`src/rtl/hreg_pkg.sv`:
```
package hreg_pkg;
  localparam logic [2:0] A_STAT = 3'd0;
  localparam logic [2:0] A_DIAG = 3'd1;
  localparam logic [2:0] A_PHI  = 3'd2;
  localparam logic [2:0] A_PLO  = 3'd3;
  localparam logic [2:0] A_RSV  = 3'd4;
  localparam logic [2:0] A_SUB  = 3'd5;
  localparam logic [2:0] A_CFG  = 3'd6;
  localparam logic [2:0] A_WIN  = 3'd7;

  localparam logic [2:0] S_NODE   = 3'd0;
  localparam logic [2:0] S_SETUP1 = 3'd1;
  localparam logic [2:0] S_NEXT   = 3'd2;
  localparam logic [2:0] S_SETUP2 = 3'd4;

  // stored diagnostic index k corresponds to register bit k+1
  localparam int DIAG_W      = 7;
  localparam int DIAG_EXCNAK = 2;
  localparam int DIAG_NEWNXT = 1;

  localparam logic [7:0] CFG_RST  = 8'h18;
  localparam logic [5:0] STAT_RST = 6'b1_10001;
endpackage

```
`src/rtl/hreg_rst_sync.sv`:
```
module hreg_rst_sync #(
  parameter int STAGES = 2
) (
  input  logic clk,
  input  logic rst_n,
  output logic rst_sync_n
);
  logic [STAGES-1:0] shift_q;

  always_ff @(posedge clk or negedge rst_n) begin
    if (!rst_n) shift_q <= '0;
    else        shift_q <= {shift_q[STAGES-2:0], 1'b1};
  end

  assign rst_sync_n = shift_q[STAGES-1];
endmodule

```
`src/rtl/hreg_diag.sv`:
```
module hreg_diag
  import hreg_pkg::*;
(
  input  logic              clk,
  input  logic              rst_n,
  input  logic              sw_rst,
  input  logic              rd_clr,
  input  logic              flag_clr,
  input  logic [DIAG_W-1:0] evt,
  output logic [DIAG_W-1:0] flags
);
  logic [DIAG_W-1:0] flags_d;
  logic [DIAG_W-1:0] flags_en;

  for (genvar k = 0; k < DIAG_W; k++) begin : g_bit
    logic clr;
    if (k == DIAG_EXCNAK) begin : g_exc
      assign clr = flag_clr;
    end else if (k == DIAG_NEWNXT) begin : g_nxt
      assign clr = 1'b0;
    end else begin : g_gen
      assign clr = rd_clr;
    end
    // reset beats an event; an event beats a clear
    assign flags_d[k]  = sw_rst ? 1'b0 : (evt[k] | (flags[k] & ~clr));
    assign flags_en[k] = sw_rst | evt[k] | clr;
  end

  always_ff @(posedge clk or negedge rst_n) begin
    if (!rst_n) begin
      flags <= '0;
    end else begin
      for (int k = 0; k < DIAG_W; k++) begin
        if (flags_en[k]) flags[k] <= flags_d[k];
      end
    end
  end
endmodule

```
`src/rtl/hreg_ptr.sv`:
```
module hreg_ptr #(
  parameter int ADDR_W = 11
) (
  input  logic              clk,
  input  logic              rst_n,
  input  logic              wr_hi,
  input  logic              wr_lo,
  input  logic [7:0]        wdata,
  output logic [7:0]        hi_q,
  output logic [7:0]        lo_q,
  output logic [ADDR_W-1:0] ram_addr,
  output logic              ram_stb
);
  localparam int HI_W = ADDR_W - 8;

  logic [ADDR_W-1:0] ram_addr_d;

  assign ram_addr_d = {hi_q[HI_W-1:0], wdata};

  always_ff @(posedge clk or negedge rst_n) begin
    if (!rst_n) begin
      hi_q     <= '0;
      lo_q     <= '0;
      ram_addr <= '0;
      ram_stb  <= 1'b0;
    end else begin
      ram_stb <= wr_lo;
      if (wr_hi) hi_q <= wdata;
      if (wr_lo) begin
        lo_q     <= wdata;
        ram_addr <= ram_addr_d;
      end
    end
  end
endmodule

```
`src/rtl/hreg_subcfg.sv`:
```
module hreg_subcfg
  import hreg_pkg::*;
(
  input  logic       clk,
  input  logic       rst_n,
  input  logic       wr_sub,
  input  logic       wr_cfg,
  input  logic       wr_win,
  input  logic [7:0] wdata,
  input  logic [7:0] next_id_in,
  output logic [7:0] cfg,
  output logic [2:0] sub_sel,
  output logic [7:0] node_id,
  output logic [7:0] setup1,
  output logic [7:0] setup2,
  output logic [7:0] win_rdata
);
  localparam int NWIN = 3;
  localparam logic [2:0] WIN_CODE [NWIN] = '{S_NODE, S_SETUP1, S_SETUP2};

  logic [5:0] cfg_hi_q, cfg_hi_d;
  logic [1:0] sub_lo_q, sub_lo_d;
  logic       sub2_q, sub2_d;
  logic       cfg_en, sub_en;
  logic [7:0] win_q [NWIN];

  assign cfg_en = wr_cfg;
  assign sub_en = wr_cfg | wr_sub;

  always_comb begin
    cfg_hi_d = cfg_hi_q;
    sub_lo_d = sub_lo_q;
    sub2_d   = sub2_q;
    if (wr_cfg) begin
      cfg_hi_d = wdata[7:2];
      sub_lo_d = wdata[1:0];
      sub2_d   = 1'b0;
    end else if (wr_sub) begin
      sub_lo_d = wdata[1:0];
      sub2_d   = wdata[2];
    end
  end

  always_ff @(posedge clk or negedge rst_n) begin
    if (!rst_n) begin
      cfg_hi_q <= CFG_RST[7:2];
      sub_lo_q <= CFG_RST[1:0];
      sub2_q   <= 1'b0;
    end else begin
      if (cfg_en) cfg_hi_q <= cfg_hi_d;
      if (sub_en) begin
        sub_lo_q <= sub_lo_d;
        sub2_q   <= sub2_d;
      end
    end
  end

  assign cfg     = {cfg_hi_q, sub_lo_q};
  assign sub_sel = {sub2_q, sub_lo_q};

  for (genvar k = 0; k < NWIN; k++) begin : g_win
    logic en;
    assign en = wr_win && (sub_sel == WIN_CODE[k]);
    always_ff @(posedge clk or negedge rst_n) begin
      if (!rst_n)  win_q[k] <= '0;
      else if (en) win_q[k] <= wdata;
    end
  end

  assign node_id = win_q[0];
  assign setup1  = win_q[1];
  assign setup2  = win_q[2];

  always_comb begin
    case (sub_sel)
      S_NODE:   win_rdata = win_q[0];
      S_SETUP1: win_rdata = win_q[1];
      S_NEXT:   win_rdata = next_id_in;
      S_SETUP2: win_rdata = win_q[2];
      default:  win_rdata = 8'h00;
    endcase
  end
endmodule

```
`src/rtl/hreg_file.sv`:
```
module hreg_file
  import hreg_pkg::*;
#(
  parameter int         ADDR_W         = 11,
  parameter logic [7:0] CLR_FLAGS_CODE = 8'h1E
) (
  input  logic              clk,
  input  logic              rst_n,
  input  logic              sw_rst,
  input  logic [2:0]        addr,
  input  logic              wr_en,
  input  logic              rd_en,
  input  logic [7:0]        wdata,
  output logic [7:0]        rdata,
  input  logic              stat_load,
  input  logic [5:0]        stat_in,
  input  logic [1:0]        stat_live,
  input  logic [DIAG_W-1:0] diag_evt,
  input  logic              diag_live,
  input  logic [7:0]        next_id_in,
  output logic              cmd_stb,
  output logic [7:0]        cmd_byte,
  output logic [ADDR_W-1:0] ram_addr,
  output logic              ram_addr_stb,
  output logic [7:0]        cfg_out,
  output logic [7:0]        node_id,
  output logic [7:0]        setup1,
  output logic [7:0]        setup2
);
  logic rst_sync_n;
  logic wr_cmd, wr_phi, wr_plo, wr_sub, wr_cfg, wr_win;
  logic rd_clr, flag_clr;
  logic [5:0] stat_q, stat_d;
  logic       stat_en;
  logic       cmd_stb_d;
  logic [DIAG_W-1:0] diag_flags;
  logic [7:0] ptr_hi, ptr_lo, win_rdata;
  logic [2:0] sub_sel;

  hreg_rst_sync #(.STAGES(2)) u_rst (
    .clk(clk), .rst_n(rst_n), .rst_sync_n(rst_sync_n)
  );

  assign wr_cmd   = wr_en && (addr == A_STAT);
  assign wr_phi   = wr_en && (addr == A_PHI);
  assign wr_plo   = wr_en && (addr == A_PLO);
  assign wr_sub   = wr_en && (addr == A_SUB);
  assign wr_cfg   = wr_en && (addr == A_CFG);
  assign wr_win   = wr_en && (addr == A_WIN);
  assign rd_clr   = rd_en && (addr == A_DIAG);
  assign flag_clr = wr_cmd && (wdata == CLR_FLAGS_CODE);

  // status: stored bits {7,4:0}
  always_comb begin
    stat_d  = stat_q;
    stat_en = sw_rst | stat_load;
    if (sw_rst)         stat_d = STAT_RST;
    else if (stat_load) stat_d = stat_in;
  end

  always_ff @(posedge clk or negedge rst_sync_n) begin
    if (!rst_sync_n)  stat_q <= STAT_RST;
    else if (stat_en) stat_q <= stat_d;
  end

  // command port
  assign cmd_stb_d = wr_cmd;

  always_ff @(posedge clk or negedge rst_sync_n) begin
    if (!rst_sync_n) begin
      cmd_stb  <= 1'b0;
      cmd_byte <= '0;
    end else begin
      cmd_stb <= cmd_stb_d;
      if (wr_cmd) cmd_byte <= wdata;
    end
  end

  hreg_diag u_diag (
    .clk(clk), .rst_n(rst_sync_n), .sw_rst(sw_rst), .rd_clr(rd_clr),
    .flag_clr(flag_clr), .evt(diag_evt), .flags(diag_flags)
  );

  hreg_ptr #(.ADDR_W(ADDR_W)) u_ptr (
    .clk(clk), .rst_n(rst_sync_n), .wr_hi(wr_phi), .wr_lo(wr_plo),
    .wdata(wdata), .hi_q(ptr_hi), .lo_q(ptr_lo), .ram_addr(ram_addr),
    .ram_stb(ram_addr_stb)
  );

  hreg_subcfg u_subcfg (
    .clk(clk), .rst_n(rst_sync_n), .wr_sub(wr_sub), .wr_cfg(wr_cfg),
    .wr_win(wr_win), .wdata(wdata), .next_id_in(next_id_in), .cfg(cfg_out),
    .sub_sel(sub_sel), .node_id(node_id), .setup1(setup1), .setup2(setup2),
    .win_rdata(win_rdata)
  );

  always_comb begin
    case (addr)
      A_STAT:  rdata = {stat_q[5], stat_live, stat_q[4:0]};
      A_DIAG:  rdata = {diag_flags, diag_live};
      A_PHI:   rdata = ptr_hi;
      A_PLO:   rdata = ptr_lo;
      A_RSV:   rdata = 8'h00;
      A_SUB:   rdata = {5'b0, sub_sel};
      A_CFG:   rdata = cfg_out;
      default: rdata = win_rdata;
    endcase
  end
endmodule

```
`config.mk`:
```
export PLATFORM = sky130hd
export DESIGN_NAME = hreg_file
export DESIGN_NICKNAME = d
export VERILOG_FILES = /design/src/rtl/hreg_pkg.sv /design/src/rtl/hreg_rst_sync.sv /design/src/rtl/hreg_diag.sv /design/src/rtl/hreg_ptr.sv /design/src/rtl/hreg_subcfg.sv /design/src/rtl/hreg_file.sv
export SDC_FILE = /design/constraint.sdc
export NUM_CORES = 1
export LEC_CHECK = 0
export BUFFER_PORTS_ARGS = -buffer_cell sky130_fd_sc_hd__buf_2
export CORE_ASPECT_RATIO = 0.8
export CORE_MARGIN = 3
export CORE_UTILIZATION = 57
export CTS_CLUSTER_DIAMETER = 120
export DETAILED_ROUTE_END_ITERATION = 10
export PLACE_DENSITY = 0.94
export SLEW_MARGIN = 20
export SYNTH_ARGS = -nofsm -noshare
export SYNTH_HDL_FRONTEND = slang
export SYNTH_HIERARCHICAL = 1
export SYNTH_SLANG_ARGS = --single-unit
```
`constraint.sdc`:
```
create_clock -name clk -period 3.98 [get_ports clk]
set_input_delay 0.398 -clock clk [delete_from_list [all_inputs] [get_ports clk]]
set_output_delay 0.398 -clock clk [all_outputs]
set_load 0.005 [all_outputs]
```
; ---- After elaboration in Yosys (flattened, before gate mapping)
; Index checks and enable logic that the tools add are counted.
; Widths: inputs -> output; s select.
[word_totals]
latch_bits = 0
rom_bits = 0
n_memories = 0
ff_bits = 85
mem_bits_rw = 0
input_bits = 41
[op_classes]
n_div = 0
magnitude_cmp = 0
reduce_logical = 17
shift = 0
muxes = 15
n_addsub = 0
multipliers = 0
n_eq_ne = 11
n_bitwise = 30
[op_table]
columns = operator, n
row1 = $pmux 8 s7, 1
row2 = $pmux 8 s4, 1
row3 = $or 1x1->1, 22
row4 = $eq 3x3->1 const B, 5
row5 = $mux 6, 2
row6 = $logic_and 1x1->1, 11
row7 = $eq 3x2->1 const B, 3
row8 = $mux 1, 9
row9 = $eq 8x5->1 const B, 1
row10 = $and 1x1->1, 6
row11 = $eq 3x1->1 const B, 2
row12 = $logic_not 3->1, 2
row13 = $mux 2, 2
row14 = $reduce_and 2->1, 2
row15 = $reduce_bool 2->1, 2
row16 = $not 1->1, 2

; ---- Logic depth before layout (Yosys ltp)
; Gate-level depths: netlist of run 1.
[logic_depth]
word_depth = 7
depth_mapped = 8

; ---- Modules after synthesis
; The synthesis of run 1 kept the hierarchy.
[by_module_without_submodules]
columns = mod, cells_each, area_per_inst_um2, instances
row1 = hreg_subcfg, 118, 1686.6, 1
row2 = hreg_file, 103, 1102.3, 1
row3 = hreg_ptr, 49, 834.6, 1
row4 = hreg_diag, 27, 272.8, 1
row5 = hreg_rst_sync, 3, 53.8, 1

; ---- Worst setup path before layout of run 1
; Ideal clock, no wire load.
[synth_path]
kind = register -> output
startpoint = register u_subcfg.sub_lo_q[0]
endpoint = output rdata[1]
path_stages_with_launch = 7
setup_slack_ps = 1831
arrival_ps = 1751
n_path_buf = 2
path_cell_list = dfrtp_1 > buf_6 > clkbuf_1 > or4bb_2 > o211ai_1 > mux4_2 > mux2_2
[synth_via]
elab_chain_cells = 3
word_cells_on_any_way = 6
[synth_rtl]
columns = item, line_no
row1 = start: declaration, hreg_subcfg.sv:22  ; logic [1:0] sub_lo_q, sub_lo_d;
row2 = start signal: assignment, hreg_subcfg.sv:47  ; sub_lo_q <= CFG_RST[1:0];
row3 = start signal: assignment, hreg_subcfg.sv:52  ; sub_lo_q <= sub_lo_d;
row4 = $eq 3x3->1 (tied with other cells), hreg_subcfg.sv:75  ; case (sub_sel)
row5 = $pmux 8 s4 (*), hreg_subcfg.sv:75
row6 = net win_rdata[1], hreg_file.sv:37  ; logic [7:0] ptr_hi, ptr_lo, win_rdata;
row7 = $pmux 8 s7 (*), hreg_file.sv:98  ; case (addr)
row8 = end: declaration, hreg_file.sv:14  ; output logic [7:0] rdata,
; The timed path passes the listed nets; every way through them passes the cells marked *.

; ---- Final worst setup path of run 1
[layout_path]
startpoint = register u_subcfg.sub_lo_q[0]
endpoint = output rdata[2]
; Same word-level chain as after synthesis.

==> impl_metrics.py, run 1 <==
metrics = {
    "sta": {
        "max_freq_ghz": 0.3287,
        "hold_viol": 0,
        "worst_pin_slew_ps": 983.4,
        "slew_headroom_pct": 34.44,
        "tns_ps": 0,
        "timing.clock.skew_ps": 10.76,
        "hold_ws_ps": 261.7,
        "rsz0062_at_grt": "false",
        "slew_violations": 0,
        "fin_crit_sh_pct": 76.45,
        "period_needed_ps": 3043,
        "finalSetupViolCount": 0,
    },
    "yosys": {
        "synthAdderAreaFrac_pct": 0,
        "yosys_warnings": 6,
        "avgSynthCellArea_sq_um": 13.17,
        "yosysTopAreaCellShare_pct": 45.61,
        "yosys.area_share.simple_pct": 11.88,
        "synth_top_cell_by_area": "dfrtp_1",
        "syn_nets": 341,
        "ys_ff_latch": 77,
        "synth_top_flop_cell": "dfrtp_1",
        "synth_edf_count": 0,
        "ys_types": 40,
        "synth_compound_area_share_pct": 5.290,
        "synth.area.top_cells": "dfrtp_1 46%, mux2_2 15%, mux2i_1 7.1%",
        "synth_top_family_by_area": "multiplexers",
        "synthMostInstantiatedCell": "dfrtp_1",
        "async_reset_ff_share_pct": 100.0,
        "synth-xor-area-share_pct": 0,
        "yosys-top-cells-count": "72 x dfrtp_1, 54 x mux2_2, 28 x mux2i_1, 13 x buf_4, 11 x nor2_1",
        "syn_inst": 300,
        "yosysSeqAreaShare_pct": 48.94,
        "muxShareOfSynthArea_pct": 27.43,
        "syn_area_sq_mm": 0.003950,
    },
    "final_layout": {
        "finalNetCount": 424,
        "layout-drive-gt1-share_pct": 52.32,
        "syn_to_final_growth_pct": 16.34,
        "fillerInstances": 483,
        "diodes": 0,
        "stdcell_count": 472,
    },
    "die": {
        "dieArea_sq_mm": 0.007971,
        "core_sq_mm": 0.006539,
        "die-width_um": 99.07,
        "initial_core_util_pct": 60.41,
        "row_count": 26,
        "die_h_um": 80.46,
        "io-pin-count": 102,
    },
    "cts": {
        "clockBufferDepth": 2,
        "root_buffer": "clkbuf_8",
        "postCtsSetupRepairBufs": 0,
        "clkTransAtPathRegs_ps": 70,
        "cts_buffers": 9,
        "cts_sinks": 77,
        "h-tree-depth": 3,
        "clk_latency_ps": 360,
        "cts_tree": "done",
        "post_cts_resized": 0,
        "ctsHoldBuffers": 1,
    },
    "setup_path": {
        "cp_slowest_stage_delay_ps": 990,
        "required_ps": 3580,
        "critPathMaxFanout": 31,
        "crit_path_start_kind": "flop",
        "path_delay_family": "multiplexers",
        "worstPathCellList": "mux2i_1, o211ai_1, mux4_2, mux2_2, buf_2",
        "worstPathArrival_ps": 2640,
        "crit_path_end_kind": "primary output",
        "crit_buf_inv": 1,
        "critical_path_class": "flop to primary output",
        "crit_slowest_cell": "dfrtp_1",
    },
    "pwr": {
        "leakage_nw": 2.236,
        "p_switching_mw": 0.7055,
        "p_seq_share_pct": 46.8,
        "p_int_mw": 1.725,
        "power.share.switching_pct": 29.02,
        "powerDensity_mw_per_mm2": 529.0,
        "p_clk_share_pct": 28.7,
        "comb_power_share_pct": 24.5,
        "p_total_mw": 2.431,
        "ir_drop_uv": 323.2,
    },
    "placed_design": {
        "portBuffers": 101,
        "place.gp.congestion": 0.8277,
        "dp.cells": 455,
        "dpl.hpwl_mm": 6.901,
    },
    "global_routing": {
        "gr-total-overflow": 0,
        "grt_max_degree": 54,
        "antenna_found_initial": 0,
        "grt_pass1_wl_mm": 15.60,
        "grtUsageTotal_pct": 25.83,
        "grt_pass1_vias": 2945,
    },
    "route": {
        "drc": 0,
        "via_per_inst": 5.985,
        "firstDrtPassIters": 4,
        "ant_nets": 0,
        "vias": 2825,
        "initialDrtViolationCount": 253,
        "routed_wirelength_mm": 9.848,
        "wl_per_cell_um": 20.86,
    },
    "run": {
        "cap_violations": 0,
    },
    "outcome": {
        "status": "complete, no violations",
    },
    "min_path": {
        "hold_class": "input port to flop",
    },
}
==> flip-flops by register name, indices dropped and copies added (netlist names) <==
register,flops
u_subcfg/cfg_hi_q,6
u_subcfg/setup2,8
u_subcfg/sub_lo_q,2
u_ptr/lo_q,7
u_subcfg/node_id,8
u_ptr/hi_q,8
stat_q,6
u_ptr/ram_stb,1
u_diag/flags,7
u_subcfg/sub2_q,1
u_rst/shift_q,2
u_subcfg/setup1,8
cmd_stb,1
u_ptr/ram_addr,4
cmd_byte,8
==> logic make-up after synthesis <==
logic type / count (synthesis)
simple gates: 60
compound gates: 29
mux: 94
buf+inv: 39
flops: 77
other cells: 1
==> worst paths after layout <==
check,from,end,slack [ps],depth (start not counted)
min in group asynchronous,rst_n,u_rst/shift_q[1],340,2
worst max-delay path,u_subcfg/sub_lo_q[0],rdata[2],940,5
worst max register to register,u_subcfg/sub_lo_q[0],u_subcfg/node_id[2],1940,2
worst min-delay path,stat_in[0],stat_q[0],260,2
max in group asynchronous,u_rst/shift_q[1],u_subcfg/cfg_hi_q[2],2760,1
worst min register to register,u_rst/shift_q[0],u_rst/shift_q[1],360,0
==> stage by stage <==
| step | setup WS (ps) | utilization [%] | instance area (sq um) |
|---|---|---|---|
| after floorplan | 1686 | - | 3950 |
| after global placement | 1409 | 66.55 | 4352 |
| after detailed placement | 1322 | 66.55 | 4352 |
| after CTS | 935.7 | 70.24 | 4593 |
| after global routing | 802.5 | 70.28 | 4596 |
| final | 937.5 | 70.28 | 4596 |
==> routing by layer <==
| layer | global-route usage [%] | up-vias | wire length, um |
|---|---|---|---|
| met5 | 0 | - | 0 |
| met4 | 6.276 | 0 | 207 |
| met3 | 7.031 | 23 | 771 |
| met2 | 42.16 | 126 | 4698 |
| met1 | 34.48 | 1429 | 4170 |
| li1 | - | 1247 | - |
==> area by class of cell <==
cell class	instances	area, sq um	area share, %
Inverter	7	26.28	0.5717
Clock buffer	11	131.4	2.859
Sequential cell	77	1937	42.15
Clock inverter	5	100.1	2.178
Tap cell	84	105.1	2.287
Timing Repair Buffer	104	530.5	11.54
Multi-Input combinational cell	184	1765	38.42
==> layout by cell type (no fill, tap or decap), types with 4 or more instances in the layout <==
master,count
dfrtp_1,71
o221ai_1,4
o211ai_1,7
or4bb_1,8
dfstp_2,5
nor2_1,11
nand2b_1,9
a21oi_1,7
mux2_2,54
nand2_1,5
mux2_4,10
or4bb_2,8
buf_2,101
or3_1,4
clkbuf_8,9
mux2i_1,28
inv_1,7
==> power by group through the flow <==
stage               clock network, mW  registers (mW)  logic [mW]
finish                          0.697            1.14       0.596
global placement                    0            1.13       0.568
CTS                             0.703            1.14       0.599
floorplan                           0            1.09       0.407
global route                    0.741            1.17       0.643
detailed placement                  0            1.15       0.591
No activity file was read; power rests on OpenSTA's default activity.
==> run 2: changes to the inputs <==
- ABC_AREA: default -> 1
- CORE_UTILIZATION: 57 -> 48
- PLACE_DENSITY: 0.94 -> 0.85
- clock period: 3.98 -> 2.6 ns (I/O delays scaled with it)
==> run 2 against run 1 <==
Worst setup slack worse by 670 ps. Design area up 2.4%. Synthesized area increased by 3.0%. Cell count rose by 55%. Worst hold slack worse by 140 ps. Clock skew is 3.7 ps lower. Sequential share of layout area decreased by 1.0 points. Critical endpoint unchanged.
==> impl_metrics.py, run 2 <==
metrics = {
    "route": {
        "vias": 3896,
        "routed_wirelength_mm": 11.42,
        "via_per_inst": 5.315,
        "drc": 0,
        "firstDrtPassIters": 6,
        "wl_per_cell_um": 15.58,
        "ant_nets": 0,
        "initialDrtViolationCount": 420,
    },
    "setup_path": {
        "crit_path_start_kind": "flop",
        "required_ps": 2340,
        "cpMostUsedCell": "nand2_1",
        "crit_path_end_kind": "primary output",
        "critPathMaxFanout": 26,
        "crit_buf_inv": 3,
        "path_delay_family": "buffers and inverters",
        "cp_slowest_stage_delay_ps": 540,
        "crit_slowest_cell": "dfrtp_1",
        "worstPathArrival_ps": 2070,
        "critical_path_class": "flop to primary output",
        "worstPathCellList": "inv_2, nand3_1, nand2_1, clkinv_1, nand2_1, nand2_1, nand3_1, buf_2",
    },
    "yosys": {
        "synth.area.top_cells": "dfrtp_1 44%, nand2_1 19%, nand4_1 5.5%",
        "ys_types": 30,
        "synthMostInstantiatedCell": "nand2_1",
        "ys_ff_latch": 77,
        "syn_inst": 534,
        "yosysTopAreaCellShare_pct": 44.27,
        "synth_top_cell_by_area": "dfrtp_1",
        "yosys-top-cells-count": "209 x nand2_1, 72 x dfrtp_1, 54 x inv_1, 36 x nand4_1, 35 x nand3_1",
        "synth_edf_count": 0,
        "avgSynthCellArea_sq_um": 7.622,
        "syn_nets": 575,
        "synth_top_flop_cell": "dfrtp_1",
        "syn_area_sq_mm": 0.004070,
        "async_reset_ff_share_pct": 100.0,
        "yosys_warnings": 6,
        "yosysSeqAreaShare_pct": 47.49,
    },
    "die": {
        "die_h_um": 88.36,
        "core_sq_mm": 0.008092,
        "dieArea_sq_mm": 0.009627,
        "io-pin-count": 102,
        "row_count": 29,
        "initial_core_util_pct": 50.30,
        "die-width_um": 109.0,
    },
    "final_layout": {
        "fillerInstances": 730,
        "mostFrequentLayoutCells": "209 x nand2_1, 101 x buf_2, 71 x dfrtp_1, 54 x inv_1, 36 x nand4_1",
        "final_common_cell": "nand2_1",
        "post-route-util_pct": 58.16,
        "diodes": 0,
        "stdcell_count": 733,
        "register_area_sq_mm": 0.001934,
        "multiInputGateArea_sq_mm": 0.001625,
        "finalNetCount": 661,
        "stdcell_area_sq_mm": 0.004706,
        "syn_to_final_growth_pct": 15.62,
        "layout-drive-gt1-share_pct": 24.48,
    },
    "sta": {
        "period_needed_ps": 2329,
        "slew_violations": 0,
        "worst_pin_slew_ps": 706.8,
        "tns_ps": 0,
        "rsz0062_at_grt": "false",
        "fin_crit_sh_pct": 89.58,
        "slew_headroom_pct": 52.52,
        "max_freq_ghz": 0.4293,
        "timing.clock.skew_ps": 7.021,
        "hold_ws_ps": 123.0,
        "hold_viol": 0,
        "finalSetupViolCount": 0,
    },
    "placed_design": {
        "place.gp.congestion": 0.9093,
        "dpl.hpwl_mm": 8.516,
        "portBuffers": 101,
        "place_area_sq_mm": 0.004513,
        "dp.cells": 716,
    },
    "outcome": {
        "status": "complete, no violations",
    },
    "cts": {
        "cts_tree": "done",
        "post_cts_resized": 0,
        "clk_latency_ps": 350,
        "cts_sinks": 77,
        "clkTransAtPathRegs_ps": 90,
        "root_buffer": "clkbuf_8",
        "h-tree-depth": 3,
        "clockBufferDepth": 2,
        "cts_buffers": 9,
    },
    "min_path": {
        "hold_class": "input port to flop",
    },
    "global_routing": {
        "antenna_found_initial": 0,
        "grt_max_degree": 76,
        "gr-total-overflow": 0,
        "grtUsageTotal_pct": 24.70,
        "grt_pass1_wl_mm": 18.16,
        "grt_pass1_vias": 3657,
    },
    "pwr": {
        "ir_drop_uv": 478.7,
        "powerDensity_mw_per_mm2": 696.9,
        "leakage_nw": 2.718,
    },
    "run": {
        "cap_violations": 0,
    },
}
run 2: cell count changes in the layout (fill, tap and decap cells not counted), moves of 10 or more:
cell     before  now
nand2_1       5  209
mux2_2       54    0
inv_1         7   54
nand4_1       0   36
nand3_1       2   35
mux2i_1      28    0
nor2_1       11   34
mux2_4       10    0
run 2: per-stage QoR:
step	setup slack (ps)	power (mW)
finish	270.9	3.279
global route	122.9	3.472
global placement	547.6	2.415
detailed placement	399.4	2.454
floorplan	305.5	2.099
CTS	336.7	3.286
run 2: cell families after synthesis:
group	count (synthesis)	share of synthesized area, %
and+or+nand+nor	328	35.60
buffers and inverters	100	12.57
DFF	77	47.49
AOI/OAI and AO/OA	28	4.242
other	1	0.09213
run 2: timing repair:
| item | CTS | global route |
|---|---|---|
| setup buffers | 0 | 0 |
| hold buffers | 1 | 0 |
| hold endpoints to repair | 2 | 0 |
run 2: final timing paths:
check | from | endpoint | slack [ps] | cells past startpoint
max | u_subcfg/sub2_q | rdata[2] | 270 | 8
min | stat_in[1] | stat_q[1] | 120 | 3
max reg2reg | u_subcfg/sub2_q | u_subcfg/setup1[2] | 770 | 5
min reg2reg | u_rst/shift_q[1] | u_ptr/ram_addr[9] | 300 | 1
max in group asynchronous | u_rst/shift_q[1] | u_subcfg/cfg_hi_q[2] | 1960 | 1
min in group asynchronous | rst_n | u_rst/shift_q[1] | 200 | 2
run 2: worst min-delay path: stages:
cell     delay (ps)
buf_2            80
nand2_1          40
o21ai_0          60
run 2: area by class of cell:
cell class / instances / area share (%)
clock buffers: 9 / 2.632
clock inverters: 7 / 1.250
inverters: 68 / 5.584
multi-input cells: 357 / 34.54
flip-flops and latches: 77 / 41.11
well taps: 108 / 2.872
repair buffers: 107 / 12.02
run 2: metal layers:
| metal | part of all wire (%) | global-route usage (%) | vias up |
|---|---|---|---|
| li1 | - | - | 1838 |
| met2 | 47 | 39.97 | 214 |
| met5 | 0 | 0 | - |
| met3 | 10 | 6.200 | 15 |
| met1 | 41 | 34.23 | 1829 |
| met4 | 1.0 | 4.702 | 0 |
run 2: power by group:
group / switching (mW) / internal (mW)
Combinational: 0.508 / 0.332
Sequential: 0.184 / 1.42
Clock: 0.481 / 0.357
==> run 3: changes to the inputs <==
- CORE_ASPECT_RATIO: 0.8 -> 0.5
==> run 3 against run 2 <==
Critical path depth unchanged. Fmax increased by 0.48%. Clock skew increased by 1.8 ps. Routed wire length decreased by 0.81%. Non-clock buffer count increased by 1. Register-to-register slack got worse by 30 ps. Largest cell class unchanged.
==> impl_metrics.py, run 3 (synthesis results as in run 2) <==
metrics = {
    "die": {
        "row_count": 23,
        "core_sq_mm": 0.008115,
        "dieArea_sq_mm": 0.009688,
        "die-width_um": 136.2,
        "io-pin-count": 102,
        "initial_core_util_pct": 50.15,
        "die_h_um": 71.12,
    },
    "global_routing": {
        "grt_use_met2_pct": 37.64,
        "antenna_found_initial": 0,
        "grtUsageTotal_pct": 24.05,
        "grt_max_degree": 29,
        "grt_busiest_layer": "met2",
        "gr-total-overflow": 0,
        "met3_usage_pct": 6.179,
        "grt_pass1_vias": 3606,
        "grt_pass1_wl_mm": 18.02,
        "grt_use_met1_pct": 33.04,
    },
    "route": {
        "routed_wirelength_mm": 11.33,
        "firstDrtPassIters": 5,
        "ant_nets": 0,
        "wl_per_cell_um": 15.40,
        "drc": 0,
        "vias": 3859,
        "via_per_inst": 5.243,
        "initialDrtViolationCount": 369,
    },
    "setup_path": {
        "worstPathArrival_ps": 2060,
        "crit_slowest_cell": "dfrtp_1",
        "cpMostUsedCell": "nand2_1",
        "reg2reg_depth": 5,
        "required_ps": 2340,
        "critical_path_class": "flop to primary output",
        "ff2ff_setup_slack_ps": 740,
        "r2r_end": "u_subcfg/setup2[6]",
        "crit_path_end_kind": "primary output",
        "worstPathCellList": "nor2_4, nand3_1, nand2_1, inv_1, nand2_1, nand2_1, nand3_1, buf_2",
        "r2r_start": "u_subcfg/sub_lo_q[0]",
        "cp_slowest_stage_delay_ps": 600,
        "crit_path_start_kind": "flop",
        "critPathMaxFanout": 18,
    },
    "sta": {
        "period_needed_ps": 2318,
        "timing.clock.skew_ps": 8.780,
        "rsz0062_at_grt": "false",
        "finalSetupViolCount": 0,
        "max_freq_ghz": 0.4314,
        "worst_pin_slew_ps": 617.0,
        "slew_headroom_pct": 58.86,
        "hold_viol": 0,
        "tns_ps": 0,
        "slew_violations": 0,
        "fin_crit_sh_pct": 89.15,
    },
    "pwr": {
        "powerDensity_mw_per_mm2": 738.6,
        "power.share.switching_pct": 31.87,
        "p_int_mw": 2.406,
        "p_total_mw": 3.532,
        "comb_power_share_pct": 22.6,
        "leakage_nw": 2.756,
        "p_seq_share_pct": 46.1,
        "p_clk_share_pct": 31.3,
        "p_switching_mw": 1.126,
        "ir_drop_uv": 363.2,
    },
    "final_layout": {
        "finalNetCount": 662,
        "diodes": 0,
        "stdcell_count": 736,
        "fillerInstances": 755,
        "syn_to_final_growth_pct": 17.49,
        "final_common_cell": "nand2_1",
        "layout-drive-gt1-share_pct": 24.04,
        "multiInputGateArea_sq_mm": 0.001625,
        "mostFrequentLayoutCells": "209 x nand2_1, 101 x buf_2, 71 x dfrtp_1, 54 x inv_1, 36 x nand4_1",
        "register_area_sq_mm": 0.001934,
    },
    "min_path": {
        "hold_start": "stat_in[3]",
        "hold_path_depth": 3,
        "hold_class": "input port to flop",
        "hold_end": "stat_q[3]",
    },
    "cts": {
        "clk_latency_ps": 340,
        "root_buffer": "clkbuf_16",
        "clkTransAtPathRegs_ps": 60,
        "cts_tree": "done",
        "post_cts_resized": 0,
        "cts_buffers": 9,
        "cts_sinks": 77,
        "h-tree-depth": 3,
        "clockBufferDepth": 2,
    },
    "placed_design": {
        "portBuffers": 101,
        "dpl.hpwl_mm": 8.214,
        "place.gp.congestion": 0.9502,
        "dp.cells": 721,
    },
    "outcome": {
        "status": "complete, no violations",
    },
    "run": {
        "cap_violations": 0,
    },
}
==> run 3: cell types whose count changed in the layout (fill, tap and decap cells not counted) <==
cell,delta
clkinvlp_4,-1
clkbuf_8,-8
clkbuf_16,+9
buf_12,-1
inv_6,-2
clkinv_2,+1
clkbuf_1,+2
buf_4,+2
clkinv_4,-3
==> run 3: critical path, delay by kind of cell, from the launching register on <==
family / cells / cell delay, ps
flops: 1 / 600
buf+inv: 2 / 150
simple gates: 6 / 970
==> run 3: cell type report <==
| cell class | instances | area share, % |
|---|---|---|
| Clock buffer | 12 | 5.154 |
| Clock inverter | 2 | 0.2616 |
| Inverter | 68 | 5.495 |
| Multi-Input combinational cell | 357 | 33.99 |
| Sequential cell | 77 | 40.45 |
| Tap cell | 112 | 2.930 |
| Timing Repair Buffer | 108 | 11.72 |
==> run 3: how the worst max path moves through the flow <==
stage / start / to
floorplan: u_rst/shift_q[1] / cmd_byte[0]
detailed placement: addr[2] / u_subcfg/setup1[3]
CTS: u_subcfg/sub_lo_q[0] / rdata[5]
global placement: addr[2] / u_subcfg/setup1[2]
global route: u_subcfg/sub_lo_q[0] / rdata[4]
finish: u_subcfg/sub_lo_q[0] / rdata[6]
==> run 3: per-layer routing <==
layer / share of wire [%] / vias up
li1: - / 1846
met1: 44 / 1796
met2: 46 / 194
met3: 8.3 / 23
met4: 1.6 / 0
met5: 0 / -
==> run 3: per-stage QoR <==
stage	utilization [%]	worst slack (ps)	hold slack (ps)	cell area, sq um
CTS	58.93	328.3	138.1	4782
finish	58.93	282.0	146.9	4782
detailed placement	55.61	635.6	46.50	4513
global route	58.93	156.4	176.6	4782
global placement	55.61	664.1	45.74	4513
floorplan	-	305.5	-35.59	4070
==> run 3: what timing repair did <==
action                                 in CTS  in global routing
buffers inserted                            0                  0
hold buffers                                1                  0
endpoints found under the hold margin       2                  0
setup endpoints to repair                   0                  0
==> run 3: power by group through the flow <==
stage	clock network, mW	registers [mW]	logic (mW)
floorplan	0	1.61	0.493
global placement	0	1.64	0.766
detailed placement	0	1.64	0.789
CTS	1.13	1.62	0.797
global route	1.18	1.65	0.891
finish	1.11	1.63	0.800
